`src/rtl/rx_cmd_pkg.sv`:
```
package rx_cmd_pkg;
  localparam int unsigned OP_W    = 3;
  localparam logic [OP_W-1:0] OP_RECV = 3'b001;

  typedef enum logic {
    ST_IDLE,
    ST_SEND
  } gen_state_t;
endpackage

```
`src/rtl/rx_cmd_chunker.sv`:
```
// Holds the remaining length minus one and slices it into capped chunks.
module rx_cmd_chunker #(
  parameter int unsigned LEN_W = 16,
  parameter int unsigned PAY_W = 8
) (
  input  logic             clk,
  input  logic             rst_n,
  input  logic             load_i,
  input  logic [LEN_W-1:0] len_i,
  input  logic             step_i,
  output logic [PAY_W-1:0] payload_o,
  output logic             last_o
);
  localparam logic [LEN_W-1:0] CHUNK = LEN_W'(1) << PAY_W;

  logic [LEN_W-1:0] rem_m1_q;
  logic [LEN_W-1:0] rem_m1_d;
  logic             rem_en;

  assign last_o    = (rem_m1_q[LEN_W-1:PAY_W] == '0);
  assign payload_o = last_o ? rem_m1_q[PAY_W-1:0] : {PAY_W{1'b1}};

  always_comb begin
    rem_en   = load_i | step_i;
    rem_m1_d = rem_m1_q;
    if (load_i) begin
      rem_m1_d = len_i - LEN_W'(1);
    end else if (step_i) begin
      rem_m1_d = last_o ? '0 : (rem_m1_q - CHUNK);
    end
  end

  always_ff @(posedge clk or negedge rst_n) begin
    if (!rst_n) begin
      rem_m1_q <= '0;
    end else if (rem_en) begin
      rem_m1_q <= rem_m1_d;
    end
  end
endmodule

```
`src/rtl/rx_cmd_word_fmt.sv`:
```
// Packs opcode and payload into the output word, zero padding above.
module rx_cmd_word_fmt #(
  parameter int unsigned PAY_W  = 8,
  parameter int unsigned WORD_W = 16
) (
  input  logic [PAY_W-1:0]  payload_i,
  output logic [WORD_W-1:0] word_o
);
  import rx_cmd_pkg::*;
  localparam int unsigned PAD_W = WORD_W - OP_W - PAY_W;

  generate
    if (PAD_W > 0) begin : g_pad
      assign word_o = {{PAD_W{1'b0}}, OP_RECV, payload_i};
    end else begin : g_nopad
      assign word_o = {OP_RECV, payload_i};
    end
  endgenerate
endmodule

```
`src/rtl/rx_cmd_ctrl.sv`:
```
// Sequencing: accepts requests, tracks the stream, flags finish and error.
module rx_cmd_ctrl #(
  parameter int unsigned CNT_W = 9
) (
  input  logic             clk,
  input  logic             rst_n,
  input  logic             start_i,
  input  logic             len_zero_i,
  input  logic [CNT_W-1:0] cnt_i,
  input  logic             hs_i,
  input  logic             last_i,
  output logic             load_o,
  output logic             busy_o,
  output logic             done_o,
  output logic             err_o,
  output logic [CNT_W-1:0] count_o
);
  import rx_cmd_pkg::*;

  gen_state_t       state_q, state_d;
  logic             done_q, done_d;
  logic             err_q, err_d;
  logic [CNT_W-1:0] count_q, count_d;
  logic             accept;

  assign accept = start_i && (state_q == ST_IDLE);
  assign load_o = accept && !len_zero_i;

  always_comb begin
    state_d = state_q;
    done_d  = 1'b0;
    err_d   = err_q;
    count_d = count_q;
    if (accept) begin
      count_d = cnt_i;
      err_d   = len_zero_i;
      if (len_zero_i) begin
        done_d = 1'b1;
      end else begin
        state_d = ST_SEND;
      end
    end else if ((state_q == ST_SEND) && hs_i && last_i) begin
      state_d = ST_IDLE;
      done_d  = 1'b1;
    end
  end

  always_ff @(posedge clk or negedge rst_n) begin
    if (!rst_n) begin
      state_q <= ST_IDLE;
      done_q  <= 1'b0;
      err_q   <= 1'b0;
      count_q <= '0;
    end else begin
      state_q <= state_d;
      done_q  <= done_d;
      err_q   <= err_d;
      count_q <= count_d;
    end
  end

  assign busy_o  = (state_q == ST_SEND);
  assign done_o  = done_q;
  assign err_o   = err_q;
  assign count_o = count_q;
endmodule

```
`src/rtl/rx_cmd_gen.sv`:
```
module rx_cmd_gen #(
  parameter int unsigned LEN_W  = 16,
  parameter int unsigned PAY_W  = 8,
  parameter int unsigned WORD_W = 16,
  parameter int unsigned CNT_W  = LEN_W - PAY_W + 1
) (
  input  logic              clk,
  input  logic              rst_n,
  input  logic              start_i,
  input  logic [LEN_W-1:0]  len_i,
  output logic              busy_o,
  output logic [CNT_W-1:0]  word_count_o,
  output logic              m_valid_o,
  input  logic              m_ready_i,
  output logic [WORD_W-1:0] m_data_o,
  output logic              done_o,
  output logic              err_o
);
  logic             len_zero;
  logic [CNT_W-1:0] cnt_calc;
  logic             load;
  logic             hs;
  logic             last;
  logic [PAY_W-1:0] payload;

  assign len_zero = (len_i == '0);
  assign cnt_calc = {1'b0, len_i[LEN_W-1:PAY_W]} + CNT_W'(|len_i[PAY_W-1:0]);
  assign hs       = m_valid_o && m_ready_i;
  assign m_valid_o = busy_o;

  rx_cmd_ctrl #(.CNT_W(CNT_W)) u_ctrl (
    .clk        (clk),
    .rst_n      (rst_n),
    .start_i    (start_i),
    .len_zero_i (len_zero),
    .cnt_i      (cnt_calc),
    .hs_i       (hs),
    .last_i     (last),
    .load_o     (load),
    .busy_o     (busy_o),
    .done_o     (done_o),
    .err_o      (err_o),
    .count_o    (word_count_o)
  );

  rx_cmd_chunker #(.LEN_W(LEN_W), .PAY_W(PAY_W)) u_chunk (
    .clk       (clk),
    .rst_n     (rst_n),
    .load_i    (load),
    .len_i     (len_i),
    .step_i    (hs),
    .payload_o (payload),
    .last_o    (last)
  );

  rx_cmd_word_fmt #(.PAY_W(PAY_W), .WORD_W(WORD_W)) u_fmt (
    .payload_i (payload),
    .word_o    (m_data_o)
  );
endmodule

```
`config.mk`:
```
export PLATFORM = sky130hd
export DESIGN_NAME = rx_cmd_gen
export DESIGN_NICKNAME = d
export VERILOG_FILES = /design/src/rtl/rx_cmd_pkg.sv /design/src/rtl/rx_cmd_chunker.sv /design/src/rtl/rx_cmd_word_fmt.sv /design/src/rtl/rx_cmd_ctrl.sv /design/src/rtl/rx_cmd_gen.sv
export SDC_FILE = /design/constraint.sdc
export NUM_CORES = 1
export LEC_CHECK = 0
export BUFFER_PORTS_ARGS = -buffer_cell sky130_fd_sc_hd__clkbuf_2
export CORE_UTILIZATION = 25
export CTS_CLUSTER_DIAMETER = 150
export CTS_CLUSTER_SIZE = 10
export DETAILED_ROUTE_END_ITERATION = 16
export GPL_ROUTABILITY_DRIVEN = 0
export PLACE_DENSITY = 0.43
export SKIP_CTS_REPAIR_TIMING = 1
export SYNTH_ARGS = -nofsm -noshare
export SYNTH_HDL_FRONTEND = slang
export SYNTH_SLANG_ARGS = --single-unit
```
`constraint.sdc`:
```
create_clock -name clk -period 3.4 [get_ports clk]
set_input_delay 0.17 -clock clk [delete_from_list [all_inputs] [get_ports clk]]
set_output_delay 0.17 -clock clk [all_outputs]
set_load 0.05 [all_outputs]
```
==> impl_metrics.env, run 1 <==
export IMPL_status="finished clean"
export IMPL_timing_final_crit_share=0.723
export IMPL_grt_pass1_vias=1364
export IMPL_worstMarginPinSlew_ns=0.764
export IMPL_drv_cap=0
export IMPL_cts_path_max_buffers=2
export IMPL_drc=0
export IMPL_cts_tree="done"
export IMPL_p_per_area_nw_per_um2=689
export IMPL_cts_sinks=28
export IMPL_yosysWarnings=0
export IMPL_clk_latency_ns=0.27
export IMPL_maxSlewHeadroom=0.491
export IMPL_synth_cell_area_um2=1790
export IMPL_slowest_delay_ns=0.41
export IMPL_start_util=0.261
export IMPL_tns_ns=0
export IMPL_critPathArrivalTime_ns=2.29
export IMPL_grt_pass1_wl_mm=6.84
export IMPL_startpoint_type="flop"
export IMPL_slew_viol_final=0
export IMPL_core_area_um2=6870
export IMPL_path_cells="inv_1 > ha_1 > nor3b_1 > nand2_1 > or2_2 > clkbuf_2"
export IMPL_routed_wl_mm=4.18
export IMPL_fin_nets=254
export IMPL_pre_cts_ws_ns=1.13
export IMPL_multiInputGateArea_um2=967
export IMPL_num_rows=30
export IMPL_hold_path_class="in2reg"
export IMPL_ys_ff_latch=28
export IMPL_htreeDepth=1
export IMPL_p_leak_nw=0.879
export IMPL_ir_worst_vdd_mv=0.263
export IMPL_numCtsBuffers=3
export IMPL_antenna_found_initial=0
export IMPL_ys_seq_area_frac=0.391
export IMPL_fin_ws_ns=0.942
export IMPL_antenna_left=0
export IMPL_fill_cells=743
export IMPL_vias=1460
export IMPL_synth_avg_cell_area_um2=9.11
export IMPL_synth_cell_types=42
export IMPL_final_cell_mix="clkbuf_2 (40), dfrtp_1 (28), nand2_1 (19), nand3_1 (19), o21ai_0 (15)"
export IMPL_grt_usage=0.117
export IMPL_worst_setup_path_type="reg2out"
export IMPL_n_antenna_cell=0
export IMPL_end_kind="output port"
export IMPL_max_freq_mhz=407
export IMPL_clock_skew_final_ns=0.00582
export IMPL_whs_ns=0.155
export IMPL_io_pins=49
export IMPL_postSynthCellCount=197
export IMPL_setup_viol_count_final=0
export IMPL_cp_required_ns=3.23
export IMPL_first_iter_violations=40
export IMPL_cp_slowest_cell="dfrtp_1"
export IMPL_routed_via_density=4.51
export IMPL_rsz0062_at_grt="false"
export IMPL_clkTransAtPathRegs_ns=0.10
export IMPL_dpl_hpwl_mm=3.13
export IMPL_grt_max_degree=29
export IMPL_seqCellArea_um2=701
export IMPL_syn_to_final_growth_pct=14.9
export IMPL_grt_overflow=0
export IMPL_async_flop_share=1.00
export IMPL_port_buffers=40
export IMPL_ys_flop_type="dfrtp_1"
export IMPL_crit_fanout=12
export IMPL_layout_commonest_cell="clkbuf_2"
export IMPL_timing_final_crit_period_ns=2.46
export IMPL_die_w_um=86.7
export IMPL_first_pass_iters=4
export IMPL_die_area_um2=7520
export IMPL_synth_edf_count=0
export IMPL_chipHeight_um=86.7
export IMPL_wl_per_cell_um=12.9
export IMPL_drive_above_1_share=0.268
export IMPL_hold_viol=0
export IMPL_clock_tree_root_cell="clkbuf_8"
[power breakdown]
| group | switching (mW) | leakage, nW | internal (mW) | total (mW) |
|---|---|---|---|---|
| sequential | 0.118 | 0.344 | 0.478 | 0.597 |
| clock | 0.103 | 0.0216 | 0.0796 | 0.183 |
| combinational | 0.445 | 0.513 | 0.196 | 0.641 |
| total | 0.667 | 0.879 | 0.753 | 1.42 |
[logic make-up after synthesis]
| kind of cell | share of synthesized area |
|---|---|
| compound gates | 0.138 |
| xor+xnor | 0.0927 |
| fa+ha+maj | 0.0279 |
| buf+inv | 0.0830 |
| flops | 0.391 |
| mux | 0.0112 |
| other cells | 0.00419 |
| simple gates | 0.252 |
[path summary, 6_finish.rpt]
path | startpoint | end | slack [ns] | cells after the start
worst min-delay path | len_i[0] | u_chunk.rem_m1_q[0] | 0.15 | 2
worst max-delay path | u_chunk.rem_m1_q[8] | m_data_o[7] | 0.94 | 6
max in group asynchronous | rst_n | u_chunk.rem_m1_q[13] | 2.43 | 2
worst min register to register | u_ctrl.count_o[5] | u_ctrl.count_o[5] | 0.49 | 2
worst max register to register | u_ctrl.busy_o | u_chunk.rem_m1_q[10] | 1.35 | 4
min in group asynchronous | rst_n | u_ctrl.count_o[0] | 0.50 | 2
[state kept, by name (all words and copies together) (netlist names)]
signal,count
u_ctrl.err_o,1
u_chunk.rem_m1_q,16
u_ctrl.count_o,9
u_ctrl.done_o,1
u_ctrl.busy_o,1
[cells in the mapped netlist, types with 4 or more instances]
library cell / number / area, um^2
dfrtp_1: 28 / 701
inv_1: 6 / 22.5
buf_4: 10 / 75.1
xor2_1: 9 / 78.8
o21ai_0: 15 / 75.1
ha_1: 4 / 50.1
nand2_1: 19 / 71.3
or2_2: 8 / 50.1
nand3_1: 19 / 95.1
nor3_1: 7 / 35.0
nor2_1: 9 / 33.8
clkbuf_1: 5 / 18.8
xnor2_1: 10 / 87.6
[stage by stage]
stage / std cells / total power [mW] / utilization / area [um^2]
floorplan: 203 / 1.10 / - / 1820
CTS: 323 / 1.44 / 0.299 / 2050
finish: 324 / 1.42 / 0.300 / 2060
global route: 324 / 1.53 / 0.300 / 2060
detailed placement: 320 / 1.25 / 0.293 / 2010
global placement: 320 / 1.25 / 0.293 / 2010
[layer usage]
metal / vias to the layer above / track usage / wire length, um
met5: - / 0 / 0
met4: 0 / 0.0379 / 38
met3: 2 / 0.0181 / 122
met2: 20 / 0.187 / 1990
met1: 704 / 0.163 / 2040
li1: 734 / - / -
[worst max-delay path, delay by kind of cell, from the launching register on]
family | cells | cell delay [ns]
adders and majority gates | 1 | 0.16
DFF | 1 | 0.41
and+or+nand+nor | 3 | 1.12
buffers and inverters | 2 | 0.33
[final cells by class]
| cell class | instances | area share |
|---|---|---|
| Timing Repair Buffer | 41 | 0.102 |
| Inverter | 6 | 0.0109 |
| Sequential cell | 28 | 0.340 |
| Clock buffer | 3 | 0.0200 |
| Multi-Input combinational cell | 150 | 0.469 |
| Tap cell | 96 | 0.0583 |
(Power assumes the default switching activity.)
==> run 2: changes to the inputs <==
--- a/config.mk
+++ b/config.mk
@@ -5,13 +5,14 @@
 export SDC_FILE = /design/constraint.sdc
 export NUM_CORES = 1
 export LEC_CHECK = 0
+export ABC_AREA = 1
 export BUFFER_PORTS_ARGS = -buffer_cell sky130_fd_sc_hd__clkbuf_2
 export CORE_UTILIZATION = 25
 export CTS_CLUSTER_DIAMETER = 150
 export CTS_CLUSTER_SIZE = 10
 export DETAILED_ROUTE_END_ITERATION = 16
 export GPL_ROUTABILITY_DRIVEN = 0
-export PLACE_DENSITY = 0.43
+export PLACE_DENSITY = 0.42
 export SKIP_CTS_REPAIR_TIMING = 1
 export SYNTH_ARGS = -nofsm -noshare
 export SYNTH_HDL_FRONTEND = slang
==> constraint.sdc (replaced) <==
create_clock -name clk -period 2.35 [get_ports clk]
set_input_delay 0.1175 -clock clk [delete_from_list [all_inputs] [get_ports clk]]
set_output_delay 0.1175 -clock clk [all_outputs]
set_load 0.05 [all_outputs]
==> impl_metrics.env, run 2 <==
export IMPL_status="finished clean"
export IMPL_start_util=0.263
export IMPL_syn_to_final_growth_pct=14.3
export IMPL_rrSetupSlack_ns=0.78
export IMPL_die_area_um2=8630
export IMPL_ys_top_cells_by_area="dfrtp_1 (34%), nand2_1 (17%), nor2_1 (7.1%)"
export IMPL_num_rows=32
export IMPL_ys_ff_latch=28
export IMPL_p_leak_nw=1.24
export IMPL_internal_power_mw=1.17
export IMPL_wl_per_cell_um=11.8
export IMPL_slew_viol_final=0
export IMPL_synth_edf_count=0
export IMPL_tns_ns=0
export IMPL_crit_fanout=13
export IMPL_regMostFlops="u_chunk.rem_m1_q"
export IMPL_clk_latency_ns=0.27
export IMPL_yosysWarnings=0
export IMPL_startpoint_type="flop"
export IMPL_die_w_um=92.9
export IMPL_p_per_area_nw_per_um2=1030
export IMPL_setup_viol_count_final=0
export IMPL_dpl_instance_area_um2=2310
export IMPL_postSynthCellCount=294
export IMPL_worstReg2RegEnd="u_chunk.rem_m1_q[8]"
export IMPL_p_seq_frac=0.346
export IMPL_cp_required_ns=2.23
export IMPL_maxSlewHeadroom=0.478
export IMPL_io_pins=49
export IMPL_timing_final_crit_share=0.917
export IMPL_wl_met1_mm=2.57
export IMPL_grt_max_degree=29
export IMPL_drv_cap=0
export IMPL_antenna_found_initial=0
export IMPL_chipHeight_um=92.9
export IMPL_htreeDepth=1
export IMPL_routed_wl_met2_mm=2.36
export IMPL_grt_pass1_vias=1728
export IMPL_clock_skew_final_ns=0.00437
export IMPL_layout_commonest_cell="nand2_1"
export IMPL_cts_path_max_buffers=2
export IMPL_timing_final_crit_period_ns=2.16
export IMPL_drc=0
export IMPL_n_antenna_cell=0
export IMPL_grt_overflow=0
export IMPL_p_sw_mw=1.26
export IMPL_ys_top_cells_by_count="nand2_1 (91), nor2_1 (39), inv_1 (29)"
export IMPL_grt_usage=0.124
export IMPL_synth_avg_cell_area_um2=7.02
export IMPL_worstMarginPinSlew_ns=0.782
export IMPL_p_clk_frac=0.110
export IMPL_cp_startpoint="u_chunk.rem_m1_q[8]"
export IMPL_routed_via_density=4.21
export IMPL_stdcell_area_um2=2360
export IMPL_min_path_cells=4
export IMPL_first_iter_violations=41
export IMPL_routed_wl_mm=5.09
export IMPL_largest_reg_flops=16
export IMPL_final_cells=433
export IMPL_worstRegToRegCells=5
export IMPL_rsz0062_at_grt="false"
export IMPL_end_kind="output port"
export IMPL_yosys_area_top_type="dfrtp_1"
export IMPL_timing_rr_start="u_ctrl.busy_o"
export IMPL_first_pass_iters=4
export IMPL_ys_flop_type="dfrtp_1"
export IMPL_cts_sinks=28
export IMPL_max_freq_mhz=464
export IMPL_synth_top_cell_area_share=0.339
export IMPL_swShare=0.519
export IMPL_final_cell_mix="nand2_1 (91), clkbuf_2 (40), nor2_1 (39)"
export IMPL_synth_cell_area_um2=2060
export IMPL_clock_tree_root_cell="clkbuf_8"
export IMPL_hold_viol=0
export IMPL_fin_nets=357
export IMPL_core_area_um2=7850
export IMPL_clkTransAtPathRegs_ns=0.09
export IMPL_dp_cells=429
export IMPL_whs_ns=0.124
export IMPL_ys_seq_area_frac=0.339
export IMPL_met3_length_um=125
export IMPL_synth_most_common_cell="nand2_1"
export IMPL_grt_pass1_wl_mm=8.42
export IMPL_port_buffers=40
export IMPL_numCtsBuffers=3
export IMPL_fill_cells=920
export IMPL_cts_tree="done"
export IMPL_antenna_left=0
export IMPL_highest_signal_layer="met4"
export IMPL_ir_worst_vdd_mv=0.358
export IMPL_hold_path_class="in2reg"
export IMPL_pwr_share_comb=0.544
export IMPL_synth_cell_types=29
export IMPL_async_flop_share=1.00
export IMPL_critPathArrivalTime_ns=2.04
export IMPL_worst_setup_path_type="reg2out"
export IMPL_dpl_hpwl_mm=4.04
export IMPL_endpoint="m_data_o[1]"
export IMPL_vias=1823
export IMPL_drive_above_1_share=0.211
-- run 2: area by class of cell --
type                            instances  area [um^2]  share of cell area
Clock buffer                            3         41.3              0.0175
Tap cell                              102          128              0.0541
Multi-Input combinational cell        226         1150               0.486
Sequential cell                        28          701               0.297
Timing Repair Buffer                   42          218              0.0923
Inverter                               32          125              0.0530
-- run 2: stage by stage --
step	power [mW]	utilization	setup WS [ns]
after floorplan	1.90	-	0.593
after detailed placement	2.18	0.294	0.355
final	2.42	0.301	0.195
after global placement	2.19	0.294	0.384
after global routing	2.65	0.301	0.00842
after CTS	2.47	0.299	0.137
-- run 2: worst min path at each step --
stage | startpoint | end | slack (ns)
after floorplan | rst_n | u_chunk.rem_m1_q[0] | -0.18
after global placement | rst_n | u_chunk.rem_m1_q[0] | 0.25
after detailed placement | rst_n | u_chunk.rem_m1_q[0] | 0.25
after CTS | rst_n | u_chunk.rem_m1_q[11] | -0.07
after global routing | len_i[0] | u_chunk.rem_m1_q[0] | 0.14
final | len_i[0] | u_chunk.rem_m1_q[0] | 0.12
-- run 2: kinds of logic after synthesis --
group,Yosys count,share of synthesized area
flip-flops,28,0.339
AO/OA/AOI/OAI,13,0.0430
AND/OR/NAND/NOR,193,0.440
other,2,0.00364
XOR/XNOR,8,0.0339
buffers and inverters,46,0.116
adder cells (fa/ha/maj),4,0.0242
-- run 2: layer usage --
metal  vias up  GRT usage
met5         -          0
met4         0     0.0308
met3         4     0.0172
met2        29      0.209
met1       820      0.166
li1        970          -
-- run 2: power by group through the flow --
| stage | clock (mW) | combinational (mW) | sequential (mW) |
|---|---|---|---|
| final | 0.267 | 1.32 | 0.838 |
| after global routing | 0.302 | 1.48 | 0.869 |
| after CTS | 0.295 | 1.34 | 0.840 |
| after detailed placement | 0 | 1.33 | 0.849 |
| after global placement | 0 | 1.34 | 0.850 |
| after floorplan | 0 | 0.786 | 1.11 |
-- run 2: critical path: stages, from the launching register on --
cell and delay, ns:
dfrtp_1 0.39, inv_1 0.13, ha_1 0.22, nand3_1 0.17, nor2_4 0.19, inv_2 0.14, or2_2 0.29, clkbuf_2 0.24
==> run 3: changes to the inputs <==
==> constraint.sdc (replaced) <==
create_clock -name clk -period 2.78 [get_ports clk]
set_input_delay 0.139 -clock clk [delete_from_list [all_inputs] [get_ports clk]]
set_output_delay 0.139 -clock clk [all_outputs]
set_load 0.05 [all_outputs]
==> impl_metrics.env, run 3 (synthesized netlist as in run 2, its figures left out) <==
export IMPL_status="finished clean"
export IMPL_first_pass_iters=4
export IMPL_num_rows=32
export IMPL_worstMarginPinSlew_ns=0.744
export IMPL_die_w_um=92.9
export IMPL_internal_power_mw=1.02
export IMPL_grt_max_degree=29
export IMPL_cts_sinks=28
export IMPL_port_buffers=40
export IMPL_met3_length_um=121
export IMPL_critPathArrivalTime_ns=2.10
export IMPL_multiInputGateArea_um2=1150
export IMPL_cp_required_ns=2.64
export IMPL_grt_pass1_wl_mm=8.48
export IMPL_p_total_mw=2.10
export IMPL_max_freq_mhz=447
export IMPL_final_cell_mix="nand2_1 (91), clkbuf_2 (40), nor2_1 (39)"
export IMPL_p_leak_nw=1.25
export IMPL_die_area_um2=8630
export IMPL_hold_viol=0
export IMPL_timing_final_crit_share=0.804
export IMPL_pwr_share_comb=0.535
export IMPL_grt_pass1_vias=1737
export IMPL_wl_per_cell_um=11.7
export IMPL_first_iter_violations=59
export IMPL_io_pins=49
export IMPL_clock_skew_final_ns=0.00849
export IMPL_final_cells=434
export IMPL_syn_to_final_growth_pct=15.0
export IMPL_core_area_um2=7850
export IMPL_fin_nets=357
export IMPL_p_clk_frac=0.127
export IMPL_clk_latency_ns=0.28
export IMPL_end_kind="output port"
export IMPL_fill_cells=890
export IMPL_startpoint_type="flop"
export IMPL_antenna_found_initial=0
export IMPL_whs_ns=0.132
export IMPL_start_util=0.263
export IMPL_fin_ws_ns=0.544
export IMPL_htreeDepth=1
export IMPL_drive_above_1_share=0.214
export IMPL_vias=1853
export IMPL_p_sw_mw=1.08
export IMPL_clock_tree_root_cell="clkbuf_8"
export IMPL_utilization=0.302
export IMPL_routed_wl_mm=5.08
export IMPL_swShare=0.516
export IMPL_wl_met1_mm=2.60
export IMPL_layout_commonest_cell="nand2_1"
export IMPL_setup_viol_count_final=0
export IMPL_ir_worst_vdd_mv=0.378
export IMPL_antenna_left=0
export IMPL_rsz0062_at_grt="false"
export IMPL_slew_viol_final=0
export IMPL_dpl_instance_area_um2=2310
export IMPL_chipHeight_um=92.9
export IMPL_p_seq_frac=0.338
export IMPL_seqCellArea_um2=701
export IMPL_regMostFlops="u_chunk.rem_m1_q"
export IMPL_tns_ns=0
export IMPL_timing_final_crit_period_ns=2.24
export IMPL_dp_cells=429
export IMPL_clkTransAtPathRegs_ns=0.11
export IMPL_n_antenna_cell=0
export IMPL_grt_overflow=0
export IMPL_drc=0
export IMPL_routed_wl_met2_mm=2.32
export IMPL_numCtsBuffers=3
export IMPL_stdcell_area_um2=2370
export IMPL_worst_setup_path_type="reg2out"
export IMPL_largest_reg_flops=16
export IMPL_maxSlewHeadroom=0.504
export IMPL_cts_tree="done"
export IMPL_hold_path_class="in2reg"
export IMPL_routed_via_density=4.27
export IMPL_cts_path_max_buffers=2
export IMPL_crit_fanout=13
export IMPL_dpl_hpwl_mm=3.94
export IMPL_drv_cap=0
export IMPL_grt_usage=0.124
export IMPL_p_per_area_nw_per_um2=884
export IMPL_pre_cts_ws_ns=0.776
export IMPL_highest_signal_layer="met4"
[run 3: cell count changes in the layout (fill, tap and decap cells not counted), sizes merged]
cell / delta
clkbuf: +1
[run 3: area by class of cell]
cell class,count,share of cell area
clock buffer,4,0.0232
timing repair buffer,42,0.0917
multi-input combinational,226,0.483
sequential,28,0.295
tap,102,0.0538
inverter,32,0.0527
[run 3: path summary, 6_finish.rpt]
path	start	to	slack (ns)	cells past startpoint
max reg2reg	u_ctrl.busy_o	u_chunk.rem_m1_q[8]	1.19	6
min	len_i[0]	u_chunk.rem_m1_q[0]	0.13	4
max in group asynchronous	rst_n	u_ctrl.count_o[3]	1.85	2
max	u_chunk.rem_m1_q[8]	m_data_o[1]	0.54	7
min reg2reg	u_chunk.rem_m1_q[4]	u_chunk.rem_m1_q[4]	0.48	2
min in group asynchronous	rst_n	u_chunk.rem_m1_q[0]	0.44	2
[run 3: layer usage]
layer	vias up	track usage
met5	-	0
met3	4	0.0148
met2	31	0.203
li1	977	-
met1	841	0.173
met4	0	0.0256
[run 3: critical path, stage by stage, from the launching register on]
cell,delay (ns)
dfrtp_1,0.39
inv_1,0.14
ha_1,0.22
nand3_1,0.17
nor2_4,0.22
inv_2,0.14
or2_2,0.29
clkbuf_2,0.24
[run 3: power groups by stage]
stage          logic [mW]  clock network (mW)  registers [mW]
5_1_grt              1.25               0.290           0.737
4_1_cts              1.13               0.275           0.710
2_1_floorplan       0.665                   0           0.942
6_report             1.12               0.267           0.709
3_5_place_dp         1.13                   0           0.718
3_3_place_gp         1.13                   0           0.718
